$ cat src/rtl/olp_pkg.sv
`timescale 1ns/1ps
package olp_pkg;
   typedef enum logic [2:0] {
      ST_IDLE = 3'd0,
      ST_ON   = 3'd1,
      ST_OFF  = 3'd2,
      ST_HOT  = 3'd3,
      ST_HOLD = 3'd4
   } olp_state_e;

   function automatic int imax(input int a, input int b);
      return (a > b) ? a : b;
   endfunction
endpackage

$ cat src/rtl/olp_level_sync.sv
`timescale 1ns/1ps
module olp_level_sync #(
   parameter int STAGES = 2
) (
   input  logic clk,
   input  logic rst_n,
   input  logic d,
   output logic q
);
   if (STAGES < 0) begin : g_bad
      $error("olp_level_sync: STAGES must not be negative");
   end

   if (STAGES == 0) begin : g_bypass
      assign q = d;
   end else begin : g_flops
      logic [STAGES-1:0] sh_q;
      always_ff @(posedge clk or negedge rst_n) begin
         if (!rst_n) begin
            sh_q <= '0;
         end else begin
            sh_q[0] <= d;
            for (int i = 1; i < STAGES; i++) begin
               sh_q[i] <= sh_q[i-1];
            end
         end
      end
      assign q = sh_q[STAGES-1];
   end
endmodule

$ cat src/rtl/olp_rise_strobe.sv
`timescale 1ns/1ps
module olp_rise_strobe (
   input  logic clk,
   input  logic rst_n,
   input  logic d,
   output logic q
);
   logic prev_q;
   logic pulse_q;

   always_ff @(posedge clk or negedge rst_n) begin
      if (!rst_n) begin
         prev_q  <= 1'b0;
         pulse_q <= 1'b0;
      end else begin
         prev_q  <= d;
         pulse_q <= d & ~prev_q;
      end
   end

   assign q = pulse_q;

   // a strobe never lasts more than one cycle
   a_r10_strobe_one_cycle: assert property (@(posedge clk) disable iff (!rst_n)
      pulse_q |=> !pulse_q);
endmodule

$ cat src/rtl/olp_tick_timer.sv
`timescale 1ns/1ps
module olp_tick_timer #(
   parameter int W = 10
) (
   input  logic         clk,
   input  logic         rst_n,
   input  logic         clr,
   input  logic         run,
   input  logic         tick,
   input  logic [W-1:0] limit,
   output logic         done
);
   if (W < 1) begin : g_bad
      $error("olp_tick_timer: W must be at least 1");
   end

   logic [W-1:0] cnt_q;

   assign done = run && tick && (cnt_q == limit - W'(1));

   always_ff @(posedge clk or negedge rst_n) begin
      if (!rst_n) begin
         cnt_q <= '0;
      end else if (clr) begin
         cnt_q <= '0;
      end else if (run && tick) begin
         cnt_q <= done ? '0 : cnt_q + W'(1);
      end
   end

   // the tick count never passes the window being timed
   a_r4_cnt_below_limit: assert property (@(posedge clk) disable iff (!rst_n)
      run |-> (cnt_q < limit));
endmodule

$ cat src/rtl/olp_seq.sv
`timescale 1ns/1ps
module olp_seq #(
   parameter int ON_SHORT_MS = 90,
   parameter int ON_LONG_MS  = 180,
   parameter int OFF_MS      = 900,
   parameter int SYNC_STAGES = 2
) (
   input  logic clk,
   input  logic rst_n,
   input  logic tick_ms_i,
   input  logic ovl_i,
   input  logic ovt_i,
   input  logic vsel_nz_i,
   input  logic pulse_static_i,
   input  logic long_on_i,
   input  logic ovl_latch_i,
   input  logic thm_latch_i,
   output logic out_en_o,
   output logic vsel_clr_o,
   output logic ovl_set_o,
   output logic ovt_set_o
);
   import olp_pkg::*;

   localparam int MAX_MS = imax(imax(ON_SHORT_MS, ON_LONG_MS), OFF_MS);
   localparam int CNT_W  = $clog2(MAX_MS + 1);

   if (ON_SHORT_MS < 1 || ON_LONG_MS < 1 || OFF_MS < 1) begin : g_bad_len
      $error("olp_seq: every window must last at least one tick");
   end
   if (SYNC_STAGES < 0) begin : g_bad_sync
      $error("olp_seq: SYNC_STAGES must not be negative");
   end

   // ---------------- input synchronisers
   logic ovl_s, ovt_s;

   olp_level_sync #(.STAGES(SYNC_STAGES)) u_sync_ovl (
      .clk(clk), .rst_n(rst_n), .d(ovl_i), .q(ovl_s));
   olp_level_sync #(.STAGES(SYNC_STAGES)) u_sync_ovt (
      .clk(clk), .rst_n(rst_n), .d(ovt_i), .q(ovt_s));

   // ---------------- sequencer state
   olp_state_e       st_q, st_d;
   logic             hit_q, hit_d;
   logic [CNT_W-1:0] on_len_q, on_len_d;
   logic             clr_d, clr_q;
   logic             tmr_run, tmr_clr, tmr_done;
   logic [CNT_W-1:0] tmr_limit;
   logic [CNT_W-1:0] on_pick;

   assign on_pick = long_on_i ? CNT_W'(ON_LONG_MS) : CNT_W'(ON_SHORT_MS);

   always_comb begin
      st_d     = st_q;
      hit_d    = hit_q;
      on_len_d = on_len_q;
      clr_d    = 1'b0;
      if (ovt_s) begin
         st_d = ST_HOT;
      end else begin
         unique case (st_q)
            ST_IDLE: begin
               if (ovl_s && vsel_nz_i && !pulse_static_i) begin
                  st_d     = ST_ON;
                  hit_d    = 1'b1;
                  on_len_d = on_pick;
               end
            end
            ST_ON: begin
               if (ovl_s) hit_d = 1'b1;
               if (tmr_done) begin
                  if (hit_q || ovl_s) begin
                     st_d = ST_OFF;
                  end else if (ovl_latch_i) begin
                     st_d  = ST_HOLD;
                     clr_d = 1'b1;
                  end else begin
                     st_d = ST_IDLE;
                  end
               end
            end
            ST_OFF: begin
               if (tmr_done) begin
                  st_d     = ST_ON;
                  hit_d    = 1'b0;
                  on_len_d = on_pick;
               end
            end
            ST_HOT: begin
               if (thm_latch_i) begin
                  st_d  = ST_HOLD;
                  clr_d = 1'b1;
               end else begin
                  st_d = ST_IDLE;
               end
            end
            ST_HOLD: begin
               if (!vsel_nz_i) st_d = ST_IDLE;
            end
            default: st_d = ST_IDLE;
         endcase
      end
   end

   always_ff @(posedge clk or negedge rst_n) begin
      if (!rst_n) begin
         st_q     <= ST_IDLE;
         hit_q    <= 1'b0;
         on_len_q <= CNT_W'(ON_SHORT_MS);
         clr_q    <= 1'b0;
      end else begin
         st_q     <= st_d;
         hit_q    <= hit_d;
         on_len_q <= on_len_d;
         clr_q    <= clr_d;
      end
   end

   // ---------------- window timer
   assign tmr_run   = (st_q == ST_ON) || (st_q == ST_OFF);
   assign tmr_clr   = (st_d != st_q);
   assign tmr_limit = (st_q == ST_OFF) ? CNT_W'(OFF_MS) : on_len_q;

   olp_tick_timer #(.W(CNT_W)) u_timer (
      .clk(clk), .rst_n(rst_n), .clr(tmr_clr), .run(tmr_run),
      .tick(tick_ms_i), .limit(tmr_limit), .done(tmr_done));

   // ---------------- outputs
   assign out_en_o   = ((st_q == ST_IDLE) || (st_q == ST_ON)) && vsel_nz_i;
   assign vsel_clr_o = clr_q;

   logic ovl_seen;
   assign ovl_seen = ovl_s && out_en_o;

   olp_rise_strobe u_ovl_strobe (
      .clk(clk), .rst_n(rst_n), .d(ovl_seen), .q(ovl_set_o));
   olp_rise_strobe u_ovt_strobe (
      .clk(clk), .rst_n(rst_n), .d(ovt_s), .q(ovt_set_o));

   // ---------------- assertions
   // synchronised overtemperature always lands in the thermal state
   a_r8_ovt_wins: assert property (@(posedge clk) disable iff (!rst_n)
      ovt_s |=> (st_q == ST_HOT));

   // static mode never leaves idle because of overload
   a_r3_static_stays_idle: assert property (@(posedge clk) disable iff (!rst_n)
      (st_q == ST_IDLE && pulse_static_i && !ovt_s) |=> (st_q == ST_IDLE));

   // the off window is left only when its timer expires
   a_r4_off_until_done: assert property (@(posedge clk) disable iff (!rst_n)
      (st_q == ST_OFF && !ovt_s && !tmr_done) |=> (st_q == ST_OFF));

   // a clean window in self-resume mode goes back to idle
   a_r6_clean_window_resumes: assert property (@(posedge clk) disable iff (!rst_n)
      (st_q == ST_ON && tmr_done && !hit_q && !ovl_s && !ovt_s && !ovl_latch_i)
      |=> (st_q == ST_IDLE));

   // the clear strobe is never seen with the output driven
   a_r7_clr_output_dark: assert property (@(posedge clk) disable iff (!rst_n)
      vsel_clr_o |-> !out_en_o);

   // the clear strobe lasts one cycle
   a_r7_clr_one_cycle: assert property (@(posedge clk) disable iff (!rst_n)
      vsel_clr_o |=> !vsel_clr_o);
endmodule

$ cat config.mk
export PLATFORM = sky130hd
export DESIGN_NAME = olp_seq
export DESIGN_NICKNAME = d
export VERILOG_FILES = /design/src/rtl/olp_pkg.sv /design/src/rtl/olp_level_sync.sv /design/src/rtl/olp_rise_strobe.sv /design/src/rtl/olp_tick_timer.sv /design/src/rtl/olp_seq.sv
export SDC_FILE = /design/constraint.sdc
export NUM_CORES = 1
export LEC_CHECK = 0
export BUFFER_PORTS_ARGS = -buffer_cell sky130_fd_sc_hd__buf_4
export CELL_PAD_IN_SITES_DETAIL_PLACEMENT = 1
export CELL_PAD_IN_SITES_GLOBAL_PLACEMENT = 2
export CORE_ASPECT_RATIO = 1.1
export CORE_MARGIN = 1.5
export CORE_UTILIZATION = 39
export DETAILED_ROUTE_END_ITERATION = 10
export GPL_ROUTABILITY_DRIVEN = 0
export HOLD_SLACK_MARGIN = 0.1
export PLACE_DENSITY = 0.92
export SLEW_MARGIN = 20
export SYNTH_ARGS = -nofsm -noshare
export SYNTH_HDL_FRONTEND = slang
export SYNTH_SLANG_ARGS = --single-unit
$ cat constraint.sdc
create_clock -name clk -period 7 [get_ports clk]
set_input_delay 0.35 -clock clk [delete_from_list [all_inputs] [get_ports clk]]
set_output_delay 0.35 -clock clk [all_outputs]
set_load 0.02 [all_outputs]
Word-level counts from Yosys, hierarchy flattened --
Index checks and enable logic that the tools add are counted.
Cells by class: $add $sub $neg 2, equal/unequal tests 9, mux-type cells 27, bitwise logic cells 5, reductions and logical operators 16
Operators by type and width (number):
- 2-to-1 mux 10 bit | 6
- 2-to-1 mux 3 bit | 8
- case mux 10 bit (2 select lines) | 1
- case mux 3 bit (5 select lines) | 1
- adder 10 x 1 -> 10 bit, second input constant | 1
- equality test 10 bit | 1
- subtractor 10 x 1 -> 10 bit, second input constant | 1
- 2-to-1 mux 1 bit | 8
- 2-to-1 mux 8 bit | 1
- equality test 3 x 2 -> 1 bit, second input constant | 2
- logical AND 1 bit | 6
- AND reduction 5 bit | 1
- != test 2 x 1 -> 1 bit, second input constant | 2
- AND reduction 4 bit | 1
- nonzero test 2 bit | 2
- equality test 3 x 1 -> 1 bit, second input constant | 1
- equality test 3 bit, second input constant | 1
- logical NOT 3 bit | 1
- logical OR 1 bit | 3
- != test 3 bit | 1
- inverter 1 bit | 3
- case mux 1 bit (3 select lines) | 1
- nonzero test 3 bit | 1
- bitwise AND 1 bit | 2
- other kinds (3) | 3
Word-level totals: register bits 33, bits of input ports 10, output and inout port bits 4, word-level logic and storage cells 70

Logic depth before layout (Yosys ltp) --
Gate-level depths: netlist (run 1).
depth in word-level cells 10, depth in mapped cells 9, gate-level depth less buffers 9

Hierarchy --
From an unflattened synthesis (run 1), not the netlist that was laid out.
Second synthesis, totals: cells, all modules 181, area, all modules 1674.1 um2
Modules (own cells, without submodules):
- olp_tick_timer | instances 1, cells each 104, area each 904.6 um2, sequential area each 250.2 um2
- olp_seq | instances 1, cells each 67, area each 541.8 um2, sequential area each 176.4 um2
- olp_rise_strobe | instances 2, cells each 3, area each 63.8 um2, sequential area each 50.0 um2
- olp_level_sync | instances 2, cells each 2, area each 50.0 um2, sequential area each 50.0 um2

Worst setup path after synthesis (run 1) --
Ideal clock, no wire load.
path type reg2reg, start point reg st_q[2], end point reg on_len_q[5], setup time 0.128 ns, arrival time 2.299 ns, required time 6.872 ns, path slack 4.573 ns, cell stages (with the launch flop) 10, path buffers 0, period minus slack after synthesis 2.427 ns, cells stage by stage dfrtp_1 -> nor3b_2 -> or2_2 -> ha_1 -> xor2_1 -> a21oi_1 -> and4_1 -> nand4_4 -> o22ai_2 -> mux2_1
Between the ends: word-level cells in the longest chain between the ends 7, elaborated cells between the ends (all ways) 14, classes of those cells add/sub: 1; eq/ne: 5; mux: 2; reduce/logical: 6
Ends and longest elaborated chain:
- from (decl) | RTL line olp_seq.sv:44 | olp_state_e st_q, st_d;
- from (signal assigned) | RTL line olp_seq.sv:113 | st_q <= st_d;
- equality test 3 x 2 -> 1 bit | RTL line olp_seq.sv:62, olp_seq.sv:121, olp_seq.sv:123
- 2-to-1 mux 10 bit | RTL line olp_seq.sv:123 | assign tmr_limit = (st_q == ST_OFF) ? CNT_W'(OFF_MS) : on_len_q;
- subtractor 10 x 1 -> 10 bit | RTL line olp_tick_timer.sv:19 | assign done = run && tick && (cnt_q == limit - W'(1));
- equality test 10 bit | RTL line olp_tick_timer.sv:19
- logical AND 1 bit | RTL line olp_tick_timer.sv:19
- != test 2 x 1 -> 1 bit (no source line)
- AND reduction 4 bit (no source line)
- to (signal assigned) | RTL line olp_seq.sv:110 | on_len_q <= CNT_W'(ON_SHORT_MS);
- to (signal assigned) | RTL line olp_seq.sv:115 | on_len_q <= on_len_d;
- to (decl) | RTL line olp_seq.sv:46 | logic [CNT_W-1:0] on_len_q, on_len_d;
Several ways; a longest one is shown, not always the timed one. A chain may end at the register's enable or synchronous reset.

Final worst setup path (run 1) --
start point reg st_q[1], end point reg on_len_q[5]
Same word-level chain as after synthesis.

==> results of run 1 <==
==> cell type report <==
type	instances	area share [%]
multi-input combinational	100	44.29
sequential	25	41.47
timing repair buffer	16	8.444
tap	36	2.980
clock buffer	3	1.490
inverter	3	0.7450
clock inverter	1	0.5795
==> cell families after synthesis <==
| group | count (synthesis) | synth area share (%) |
|---|---|---|
| AOI/OAI and AO/OA | 15 | 8.725 |
| and+or+nand+nor | 65 | 27.39 |
| buffers and inverters | 10 | 2.814 |
| xor gates and xnor gates | 15 | 9.850 |
| muxes | 3 | 2.345 |
| DFF | 25 | 47.00 |
| adders and majority gates | 2 | 1.876 |
==> report_power, final <==
part / total [mW] / leakage, nW / switching (mW) / internal (mW)
Sequential: 0.164 / 0.320 / 0.0120 / 0.153
Combinational: 0.0507 / 0.321 / 0.0271 / 0.0237
Clock: 0.0725 / 0.0183 / 0.0491 / 0.0233
==> registers in the layout (all words and copies together), names as in the netlist <==
| name | count |
|---|---|
| u_ovl_strobe.prev_q | 1 |
| u_ovt_strobe.q | 1 |
| u_ovt_strobe.prev_q | 1 |
| u_ovl_strobe.q | 1 |
| u_timer.cnt_q | 10 |
| st_q | 3 |
| vsel_clr_o | 1 |
| u_sync_ovl.g_flops.sh_q | 2 |
| hit_q | 1 |
| u_sync_ovt.g_flops.sh_q | 2 |
| on_len_q | 2 |
==> Yosys cell counts <==
library cell / count / area, µm²
dfstp_2: 1 / 26.28
and4_1: 1 / 8.760
nor2b_1: 2 / 12.51
nor4_1: 2 / 12.51
a211o_1: 2 / 17.52
dfrtp_1: 24 / 600.6
xnor2_1: 6 / 52.55
o41ai_1: 1 / 8.760
nor3b_2: 2 / 25.02
and3_1: 1 / 6.260
inv_1: 3 / 11.26
or4b_1: 1 / 10.01
o31a_1: 1 / 8.760
nand4_1: 4 / 25.02
clkbuf_1: 6 / 22.52
or3_1: 1 / 6.260
mux2_1: 1 / 11.26
o21ai_0: 2 / 10.01
o22ai_2: 1 / 12.51
nor4bb_1: 2 / 20.02
nor2_1: 19 / 71.32
xor2_1: 9 / 78.83
or2_2: 2 / 12.51
nand2b_1: 2 / 12.51
o21ai_1: 1 / 5.000
a22oi_2: 1 / 12.51
a21oi_1: 2 / 10.01
ha_1: 2 / 25.02
nor3_1: 7 / 35.03
nand4_4: 1 / 21.27
nand4b_1: 2 / 17.52
buf_1: 1 / 3.750
mux2i_1: 2 / 20.02
and2_1: 2 / 12.51
nand2_1: 11 / 41.29
o32ai_1: 1 / 8.760
o21a_1: 1 / 7.510
nand3_1: 3 / 15.01
o22a_1: 1 / 8.760
a31oi_1: 1 / 6.260
==> path summary, 6_finish.rpt <==
| kind | start | end | slack [ns] |
|---|---|---|---|
| worst max-delay path | st_q[1] | on_len_q[5] | 4.02 |
| worst min-delay path | long_on_i | on_len_q[6] | 0.16 |
| worst max register to register | st_q[1] | on_len_q[5] | 4.02 |
| worst min register to register | u_sync_ovt.g_flops.sh_q[0] | u_sync_ovt.g_flops.sh_q[1] | 0.37 |
| max in group asynchronous | rst_n | on_len_q[6] | 6.27 |
| min in group asynchronous | rst_n | u_timer.cnt_q[4] | 0.42 |
==> metal layers <==
layer  global-route usage [%]  up-vias
met1                    21.38      525
li1                         -      497
met5                        0        -
met2                    30.97       15
met3                    2.024        4
met4                    7.386        0
==> placed cells by master, fill, tap and decap left out, types with 2 or more instances in the layout <==
master	n
and2_1	2
a211o_1	2
dlygate4sd3_1	3
ha_1	2
nor3_1	7
nand3_1	3
or2_2	2
mux2i_1	2
nor4_1	2
nor2_1	19
inv_1	3
dfrtp_1	24
clkbuf_4	3
xor2_1	9
nand4b_1	2
nor3b_2	2
nand2b_1	2
nand2_1	11
buf_4	13
nor4bb_1	2
o21ai_0	2
a21oi_1	2
nand4_1	4
xnor2_1	6
nor2b_1	2
==> metrics, run 1 <==
drt total wl 2838 µm; vias after detailed routing 1041; Setup Skew ~0.017 ns; Max stage delay cell, worst path dfrtp_1; critical path capture point type flop; Finished Layout Cells ~180; DP Worst Slack roughly 4.1 ns; maximum vdd drop 0.1169 mV; PD cells 190.3 mW/mm²; wire per inst 15.42 µm; Synth Register Bits 25; Static Leakage 0.6591 nW; unrepaired setup endpoints after global routing no; CTS clk-pin slew, worst paths between 0.1 and 0.15 ns; nets 161; first-pass GRT wire length approximately 5200 µm; f_max between 0.3 and 0.4 GHz; outcome complete, no violations; metal2 WL 1521 µm; CP cell instances nor3b_2 > nand2b_1 > ha_1 > xor2_1 > a21oi_1 > and4_1 > nand4_4 > o22ai_2 > mux2_1; Startpoint Class flop; # rows 22; CP bufs+invs 0; hold_buf cts 3; total negative slack 0 ns; Die H 64.34 µm; post-CTS resize count 0; placed instance area 0.001450 mm²; Max-Cap Viols 0; crit path max fanout 14; via/cell ratio 5.658; I/O pin count 14; # placed instances 177; top routing layer in use met4; number of global-route vias before repair 1141; multi-input logic area 669.4 µm²; worst setup margin 4.019 ns; final hold violations 0; CTS root buf clkbuf_4; WL met3 66 µm; hold crit path type input port to flop; Least-Margin Pin Slew 0.5571 ns; DRT met1 WL 1216 µm; FF+latch area approximately 630 µm²; Slew headroom ~62%; synthesized instance count 135; post-DP HPWL 2136 µm; Core Region 0.003303 mm²; layout cells sized above 1 16.89%; DRC viols 0; worst skew pair latency 0.34 ns; Crit path required time 7.23 ns; Synth Cell Area 0.001334 mm²; DR pass1 iterations 4; critical path's top delay family simple AND/OR/NAND/NOR gates; final instance area about 0.0015 mm²; Post-CTS Setup Bufs 0; PortBufs 13; initial antenna violation count 0; Synth-to-Final Area Change 13.32%; worst hold slack roughly 0.16 ns; Yosys cell types 40; crit share post-route a little over two fifths; clk buf depth 2; Layout fillers 386; Die X 58.76 µm; yosys warns 0; largest net degree at the start of global routing 26; Seq/Total Area, Yosys between 40% and 50%; CP max stage delay ~0.62 ns; Critical Path AT 3.21 ns; Starting DRT DRC Count 23; setup violators final 0; final antenna-violating net count 0; Worst path depth 9; syn_nets 147; Final Util 45.76%; mean post-synth cell area 9.880 µm²; CTS Buf Count 3; CP Class flop to flop; Reg2Reg Depth 9; starting density of the core approximately two fifths; Slew Limit Fails 0; hold path cells 2; die area 0.003780 mm²; minimum clock period approximately 3 ns; number of inserted diodes 0; H-tree depth 1; clock sinks 25; CTS tree yes; grt total ovfl 0; total chip power roughly 0.29 mW; Total GRT Usage 17.68%
No activity file was read; power rests on OpenSTA's default activity.
==> run 2, diff against run 1 <==
CORE_UTILIZATION = 36   (was 39)
PLACE_DENSITY = 0.87   (was 0.92)
clock period = 3.1 ns   (was 7 ns; I/O delays follow)
==> run 2 against run 1 <==
Compared with the run above:
- global-route usage shrank 0.77 points
- critical path depth is the same
- sequential share of layout area shrank 2.0 points
- routed wire length grew 5.0%
- non-clock buffer count grew 5
- utilization shrank 1.7 points
- worst hold slack gained 0.046 ns
- sequential cell count is the same
- critical path type unchanged
- critical endpoint unchanged
- largest power group unchanged
- highest routed layer unchanged
==> metrics, run 2 (synthesis results as in run 1) <==
worst hold slack 0.2013 ns (+0.04606 ns); Setup Skew 0.009026 ns (-0.007502 ns); Max-Cap Viols 0 (unchanged); clk buf depth 2 (unchanged); Top Registers u_timer.cnt_q: 10 flops, st_q: 3 flops; via/cell ratio 5.246 (-7.3%); post-DP HPWL 2191 µm (+2.6%); hold path cells 3 (+1); placed instance area 0.001498 mm² (+3.3%); wire per inst 14.67 µm (-4.9%); final hold violations 0 (unchanged); CP Class flop to flop; crit share post-route 87.47% (+45 points); PD cells 442.2 mW/mm² (+130%); critical path capture point type flop; DR pass1 iterations 4 (unchanged); Core Region 0.003597 mm² (+8.9%); outcome complete, no violations; I/O pin count 14 (unchanged); maximum vdd drop 0.2844 mV (+140%); r2r endpoint on_len_q[5]; DRC viols 0 (unchanged); total chip power 0.7016 mW (+140%); CTS clk-pin slew, worst paths 0.10 ns (-0.04 ns); Total GRT Usage 16.90% (-0.77 points); PortBufs 13 (unchanged); worst skew pair latency 0.28 ns (-0.06 ns); Post-CTS Setup Bufs 0 (unchanged); nets 166 (+3.1%); largest net degree at the start of global routing 26 (unchanged); CTS root buf clkbuf_8; Least-Margin Pin Slew 0.6053 ns (+0.04822 ns); post-CTS resize count 0 (unchanged); setup violators final 0 (unchanged); die area 0.004080 mm² (+7.9%); Starting DRT DRC Count 34 (+48%); first-pass GRT wire length 5071 µm (-1.6%); Die H 66.84 µm (+3.9%); initial antenna violation count 0 (unchanged); Worst Setup SP st_q[0]; Top reg by flops u_timer.cnt_q; number of inserted diodes 0 (unchanged); # rows 23 (+4.5%); FF-to-FF setup slack 0.39 ns (-3.63 ns); H-tree depth 1 (unchanged); Startpoint Class flop; commonest non-fill, non-tap cell in the layout dfrtp_1; minimum clock period 2.711 ns (-0.2701 ns); starting density of the core 37.08% (-3.3 points); most frequent cells in the layout dfrtp_1 (24), nor2_1 (19), buf_4 (17), nand2_1 (11), xor2_1 (9); layout cells sized above 1 18.95% (+2.1 points); Hold EP u_ovl_strobe.q; Static Leakage 0.6864 nW (+4.1%); HP Start vsel_nz_i; Finished Layout Cells 203 (+10%); Critical Path AT 2.87 ns (-0.34 ns); CTS Buf Count 3 (unchanged); unrepaired setup endpoints after global routing no; vias after detailed routing 1065 (+2.3%); Slew headroom 59.12% (-3.3 points); Reg-to-Reg Start st_q[0]; CTS tree yes; final antenna-violating net count 0 (unchanged); total negative slack 0 ns (unchanged); max reg flops 10 (unchanged); Crit path required time 3.26 ns (-3.97 ns); # placed instances 195 (+10%); grt total ovfl 0 (unchanged); Die X 61.04 µm (+3.9%); clock sinks 25 (unchanged); number of global-route vias before repair 1112 (-2.5%); f_max 0.3688 GHz (+10%); drt total wl 2979 µm (+5.0%); hold crit path type input port to flop; Slew Limit Fails 0 (unchanged); crit path max fanout 10 (-4); Synth-to-Final Area Change 18.95%; Reg2Reg Depth 9 (unchanged); final instance area 0.001587 mm² (+5.0%)
-- run 2: layout make-up --
class | instances | area [µm²]
Fill cell | 415 | 2011
Sequential cell | 25 | 626.9
Clock inverter | 1 | 7.507
Multi-Input combinational cell | 100 | 669.4
Tap cell | 50 | 62.56
Timing Repair Buffer | 21 | 167.7
Inverter | 3 | 11.26
Clock buffer | 3 | 41.29
-- run 2: what timing repair did --
action | in CTS | in global routing
endpoints found under the hold margin | 28 | 0
hold buffers | 4 | 0
setup endpoints to repair | 0 | 0
-- run 2: worst max-delay path, stage by stage, from the launching register on --
cell,delay [ns]
dfrtp_1,0.40
nor3b_2,0.47
or2_2,0.20
ha_1,0.23
xor2_1,0.15
a21oi_1,0.12
and4_1,0.24
nand4_4,0.17
o22ai_2,0.27
mux2_1,0.34
-- run 2: worst max-delay path by stage --
stage / slack [ns] / depth (start not counted) / end
3_3_place_gp: 0.56 / 9 / on_len_q[5]
5_1_grt: 0.19 / 9 / on_len_q[5]
4_1_cts: 0.36 / 9 / on_len_q[5]
6_report: 0.39 / 9 / on_len_q[5]
3_5_place_dp: 0.40 / 9 / on_len_q[5]
2_1_floorplan: 0.67 / 9 / on_len_q[5]
-- run 2: routing by layer --
metal | routed length [µm] | up-vias | GRT usage, %
met3 | 63 | 5 | 2.524
met5 | 0 | - | 0
met1 | 1306 | 543 | 19.95
met4 | 49 | 0 | 7.609
met2 | 1559 | 13 | 29.39
li1 | - | 504 | -
-- run 2: per-stage QoR --
stage,setup WS (ns),util (%)
finish,0.3886,44.10
global route,0.1901,44.10
CTS,0.3620,44.10
detailed placement,0.4044,41.63
global placement,0.5600,41.63
floorplan,0.6730,-
-- run 2: power breakdown --
part / switching (mW) / internal [mW] / total [mW]
clock network: 0.113 / 0.0914 / 0.205
logic: 0.0740 / 0.0604 / 0.134
registers: 0.0181 / 0.344 / 0.362
total: 0.205 / 0.496 / 0.702
